File: src/rtl/msix_cause_router.sv
module msix_cause_router #(
  parameter int NUM_VEC = 16,
  parameter int NUM_RXQ = 16,
  localparam int VEC_W = (NUM_VEC > 1) ? $clog2(NUM_VEC) : 1
) (
  input  logic              clk,
  input  logic              rst_n,
  input  logic              reg_wr,
  input  logic [11:0]       reg_addr,
  input  logic [3:0]        reg_be,
  input  logic [31:0]       reg_wdata,
  output logic [31:0]       reg_rdata,
  input  logic [31:0]       fh_event,
  input  logic [31:0]       hw_event,
  output logic              vec_req,
  output logic [VEC_W-1:0]  vec_num
);
  localparam int OTH_N = 48;
  localparam logic [31:0] RXQ_BITS = 32'((64'd1 << NUM_RXQ) - 64'd1);
  localparam logic [31:0] FH_VALID = RXQ_BITS | 32'h002B_0000;
  localparam logic [31:0] HW_VALID = 32'h6E00_01C3;
  localparam logic [9:0] WA_CTRL = 10'h000;
  localparam logic [9:0] WA_FHC  = 10'h200;
  localparam logic [9:0] WA_FHM  = 10'h201;
  localparam logic [9:0] WA_HWC  = 10'h202;
  localparam logic [9:0] WA_HWM  = 10'h203;
  localparam logic [9:0] WA_AM   = 10'h204;
  localparam int RX_WA0  = 'h220;
  localparam int OTH_WA0 = 'h224;

  logic               en_q;
  logic [31:0]        fh_cause_q, hw_cause_q, fh_mask_q, hw_mask_q;
  logic [NUM_VEC-1:0] amask_q;
  logic [7:0]         rx_tab  [NUM_RXQ];
  logic [7:0]         oth_tab [OTH_N];
  logic [7:0]         fh_ent  [32];
  logic [7:0]         hw_ent  [32];

  logic [9:0]         wa;
  logic [31:0]        bmask, wbits;
  logic [31:0]        fh_act, hw_act, fh_iss_clr, hw_iss_clr;
  logic [NUM_VEC-1:0] pend, elig, set_vec;
  logic [VEC_W-1:0]   pick;
  logic               issue;

  assign wa    = reg_addr[11:2];
  assign bmask = {{8{reg_be[3]}}, {8{reg_be[2]}}, {8{reg_be[1]}}, {8{reg_be[0]}}};
  assign wbits = reg_wdata & bmask;

  genvar b;
  generate
    for (b = 0; b < 32; b++) begin : g_ent
      if (FH_VALID[b] && b < 16) begin : g_fh_rx
        assign fh_ent[b] = rx_tab[b];
      end else if (FH_VALID[b]) begin : g_fh_oth
        assign fh_ent[b] = oth_tab[b-16];
      end else begin : g_fh_none
        assign fh_ent[b] = 8'h00;
      end
      if (HW_VALID[b]) begin : g_hw
        assign hw_ent[b] = oth_tab[16+b];
      end else begin : g_hw_none
        assign hw_ent[b] = 8'h00;
      end
    end
  endgenerate

  assign fh_act = fh_cause_q & ~fh_mask_q;
  assign hw_act = hw_cause_q & ~hw_mask_q;

  always_comb begin
    pend = '0;
    for (int i = 0; i < 32; i++) begin
      for (int v = 0; v < NUM_VEC; v++) begin
        if (fh_act[i] && fh_ent[i][VEC_W-1:0] == VEC_W'(v)) pend[v] = 1'b1;
        if (hw_act[i] && hw_ent[i][VEC_W-1:0] == VEC_W'(v)) pend[v] = 1'b1;
      end
    end
  end

  assign elig  = pend & ~amask_q & {NUM_VEC{en_q}};
  assign issue = |elig;

  always_comb begin
    pick = '0;
    for (int v = NUM_VEC - 1; v >= 0; v--)
      if (elig[v]) pick = VEC_W'(v);
  end

  always_comb begin
    set_vec = '0;
    if (issue) set_vec[pick] = 1'b1;
    for (int i = 0; i < 32; i++) begin
      fh_iss_clr[i] = issue && fh_act[i] && !fh_ent[i][7] && fh_ent[i][VEC_W-1:0] == pick;
      hw_iss_clr[i] = issue && hw_act[i] && !hw_ent[i][7] && hw_ent[i][VEC_W-1:0] == pick;
    end
  end

  always_ff @(posedge clk or negedge rst_n) begin
    if (!rst_n) begin
      en_q       <= 1'b0;
      fh_cause_q <= '0;
      hw_cause_q <= '0;
      fh_mask_q  <= '1;
      hw_mask_q  <= '1;
      amask_q    <= '0;
      vec_req    <= 1'b0;
      vec_num    <= '0;
    end else begin
      if (reg_wr && wa == WA_CTRL && reg_be[3]) en_q <= reg_wdata[25];
      if (reg_wr && wa == WA_FHM) fh_mask_q <= (fh_mask_q & ~bmask) | wbits;
      if (reg_wr && wa == WA_HWM) hw_mask_q <= (hw_mask_q & ~bmask) | wbits;
      fh_cause_q <= ((fh_cause_q & ~((reg_wr && wa == WA_FHC) ? wbits : 32'h0) & ~fh_iss_clr)
                     | fh_event) & FH_VALID;
      hw_cause_q <= ((hw_cause_q & ~((reg_wr && wa == WA_HWC) ? wbits : 32'h0) & ~hw_iss_clr)
                     | hw_event) & HW_VALID;
      amask_q    <= (amask_q & ~((reg_wr && wa == WA_AM) ? wbits[NUM_VEC-1:0] : '0)) | set_vec;
      vec_req    <= issue;
      vec_num    <= pick;
    end
  end

  always_ff @(posedge clk or negedge rst_n) begin
    if (!rst_n) begin
      for (int i = 0; i < NUM_RXQ; i++) rx_tab[i] <= 8'h00;
      for (int i = 0; i < OTH_N; i++) oth_tab[i] <= 8'h00;
    end else if (reg_wr) begin
      for (int i = 0; i < NUM_RXQ; i++)
        if (wa == 10'(RX_WA0 + i / 4) && reg_be[i % 4]) rx_tab[i] <= reg_wdata[8*(i%4) +: 8];
      for (int i = 0; i < OTH_N; i++)
        if (wa == 10'(OTH_WA0 + i / 4) && reg_be[i % 4]) oth_tab[i] <= reg_wdata[8*(i%4) +: 8];
    end
  end

  always_comb begin
    reg_rdata = '0;
    case (wa)
      WA_CTRL: reg_rdata[25] = en_q;
      WA_FHC:  reg_rdata = fh_cause_q;
      WA_FHM:  reg_rdata = fh_mask_q;
      WA_HWC:  reg_rdata = hw_cause_q;
      WA_HWM:  reg_rdata = hw_mask_q;
      WA_AM:   reg_rdata[NUM_VEC-1:0] = amask_q;
      default: ;
    endcase
    for (int i = 0; i < NUM_RXQ; i++)
      if (wa == 10'(RX_WA0 + i / 4)) reg_rdata[8*(i%4) +: 8] = rx_tab[i];
    for (int i = 0; i < OTH_N; i++)
      if (wa == 10'(OTH_WA0 + i / 4)) reg_rdata[8*(i%4) +: 8] = oth_tab[i];
  end
endmodule

File: config.mk
export PLATFORM = sky130hd
export DESIGN_NAME = msix_cause_router
export DESIGN_NICKNAME = d
export VERILOG_FILES = /design/src/rtl/msix_cause_router.sv
export SDC_FILE = /design/constraint.sdc
export NUM_CORES = 1
export LEC_CHECK = 0
export BUFFER_PORTS_ARGS = -buffer_cell sky130_fd_sc_hd__buf_2
export CAP_MARGIN = 20
export CELL_PAD_IN_SITES_DETAIL_PLACEMENT = 1
export CELL_PAD_IN_SITES_GLOBAL_PLACEMENT = 2
export CORE_ASPECT_RATIO = 1.4
export CORE_MARGIN = 2
export CORE_UTILIZATION = 33
export CTS_CLUSTER_SIZE = 10
export DETAILED_ROUTE_END_ITERATION = 7
export PLACE_DENSITY = 0.68
export SYNTH_ARGS = -nofsm -noshare
export SYNTH_HDL_FRONTEND = slang
export SYNTH_SLANG_ARGS = --single-unit
File: constraint.sdc
create_clock -name clk -period 4.9 [get_ports clk]
set_clock_uncertainty 0.2 [all_clocks]
set_input_delay 0.49 -clock clk [delete_from_list [all_inputs] [get_ports clk]]
set_output_delay 0.49 -clock clk [all_outputs]
set_load 0.05 [all_outputs]
==> reports/qor.yml <==
run:
  cap_violations: 0
cts:
  postCtsSetupBuffers: 0
  insertion_delay_ns: 0.67
  cts_tree: "built"
  ctsLongestPathBuffers: 3
  cts_root_buffer: "clkbuf_16"
  numCtsBuffers: 74
  clk_pin_slew_worst_paths_ns: 0.07
  cts_sinks: 628
  htreeDepth: 3
die:
  die_h_um: 398
  die_area_um2: 114000
  start_util: 0.333
  io-pin-count: 152
  fp.coreArea_um2: 110000
  row_count: 144
  dieWidth_um: 286
cells_and_area:
  final_cell_count_no_fill: 5356
  nets: 3952
  drive_gt1_frac: 0.365
  fin_area_um2: 44400
  syn_to_final_growth_pct: 21.1
critical_path:
  slowest_stage: "or4b_1"
  worstSetupStartpointType: "flop"
  critPathKind: "flop to flop"
  arrival_ns: 5.14
  cp_max_fo: 9
  ff2ff_path_depth: 12
  cp_slowest_stage_delay_ns: 0.71
  crit_chain: "or4b_1, o22ai_1, nor2_1, o2111ai_1, o311ai_2, and2_2, a21oi_2, buf_12, buf_4, mux2i_1, o21ai_0, a41oi_1"
  required_ns: 5.20
  end_kind: "flop"
yosys:
  synthArstFlopShare: 1.00
  avgSynthCellArea_um2: 10.5
  synth_seq_cells: 628
  yosys_warnings: 0
  synthTopCellsByCount: "mux2_2, dfrtp_1, nand2_1"
  synth_largest_area_cell: "dfrtp_1"
  synth_area_leaders: "dfrtp_1, mux2_2, dfstp_2, o22ai_1, nand2_1"
  yosysMostFrequentCell: "mux2_2"
  syn-num-nets: 3610
  synthCells: 3495
  ys.flop_type: "dfrtp_1"
  synth_top_area_share: 0.385
  synth_edf_count: 0
  ys_types: 90
  netlist_area_um2: 36600
  ys_seq_area_frac: 0.431
grt:
  grt_pass1_wl_um: 311000
  grt_max_degree: 112
  grt-ovfl-total: 0
  grt.total_usage: 0.397
  antenna_found_initial: 26
  grt_pass1_vias: 36406
timing:
  finalSetupViolCount: 0
  finalCriticalPeriod_ns: 4.84
  hold_violations: 0
  final.period_utilization: 0.987
  whs_ns: 0.0317
  slew_violations: 0
  slew_headroom: 0.232
  setup_tns_ns: 0
  tightest_slew_ns: 1.14
  max_freq_ghz: 0.207
  rsz0062_at_grt: "yes"
detailed_routing:
  drtIter0Drc: 3913
  wire_per_inst_um: 42.5
  num_vias: 35908
  viasPerCell: 6.70
  drt-total-wl_um: 228000
  drtPass1Iterations: 6
  ant_nets: 0
  drc_errors: 0
min_path:
  min_path_cells: 3
  hold_path.class: "input port to flop"
power:
  leakage_nw: 19.6
  peakVddDrop_mv: 0.235
  p_per_area_nw_per_um2: 255
  totalPowerFinal_mw: 11.3
place:
  place_congestion: 1.07
  place_hpwl_um: 172000
  place_inst: 5203
  io_buffers: 115
  dpl_cell_area_um2: 42000
status:
  status: "completed"
==> where the power goes <==
| part | switching (mW) | total (mW) | internal (mW) |
|---|---|---|---|
| Sequential | 0.0564 | 5.29 | 5.23 |
| Combinational | 0.522 | 0.698 | 0.176 |
| Clock | 2.33 | 5.31 | 2.98 |
==> stage by stage <==
stage / setup slack [ns] / utilization
after global placement: 0.120 / 0.381
after detailed placement: 0.112 / 0.381
after CTS: 0.0951 / 0.402
final: 0.0619 / 0.403
after global routing: -0.00237 / 0.403
after floorplan: 0.264 / -
==> final timing paths <==
kind | from | end | slack (ns)
min in group asynchronous | rst_n | oth_tab[238] | 0.26
max in group asynchronous | rst_n | hw_ent[254] | 2.95
hold reg to reg | oth_tab[181] | oth_tab[181] | 0.30
setup / recovery | fh_cause_q[1] | hw_cause_q[8] | 0.06
setup reg to reg | fh_cause_q[1] | hw_cause_q[8] | 0.06
hold / removal | fh_event[5] | fh_cause_q[5] | 0.03
==> metal layers <==
metal  global-route usage  share of wire  vias to the layer above
met5                    0        0.00042                        -
met4                0.334           0.11                       14
met3                0.102          0.081                      849
met2                0.640           0.46                     2171
met1                0.441           0.36                    18628
li1                     -              -                    14246
==> critical path, delay by kind of cell, from the launching register on <==
family / cells / cell delay [ns]
flip-flops: 1 / 0.64
AND/OR/NAND/NOR: 3 / 1.11
multiplexers: 1 / 0.07
AO/OA/AOI/OAI: 6 / 2.28
buffers and inverters: 2 / 0.36
==> repair_timing <==
action | in CTS | in global routing
setup endpoints to repair | 0 | 21
hold buffers | 15 | 0
resized for setup | 0 | 4
endpoints found under the hold margin | 103 | 0
==> kinds of logic (layout without fill, tap and decap cells) <==
logic type,after synthesis,in the layout,synth area share
other,0,12,0
and+or+nand+nor,977,977,0.151
buffers and inverters,330,719,0.0370
muxes,698,698,0.212
DFF,628,628,0.431
AOI/OAI and AO/OA,862,862,0.170
==> layout make-up <==
class	count	area [um^2]
sequential	628	15800
tap	1460	1830
multi-input combinational	2537	19700
timing repair buffer	554	4680
fill	12058	65700
clock buffer	117	2100
inverter	42	158
antenna	12	30.0
clock inverter	6	92.6
==> layout by cell type, fill, tap and decap left out, drive strengths merged, types with 18 or more instances in the layout <==
master,n
nand2b,65
a41oi,23
a22oi,81
a21oi,118
o21ai,110
a211oi,19
a221oi,44
or4bb,41
o22ai,187
o32ai,35
mux2i,86
nand4bb,23
mux2,612
inv,46
clkbuf,117
or3,18
nand4b,33
a222oi,35
buf,539
or4b,59
dfrtp,564
a2111oi,24
nand2,257
nor3,132
nor2,184
dfstp,64
o211ai,28
nand3,40
a31oi,35
nor4,59
Note: power is estimated with default switching activity, not from simulation.
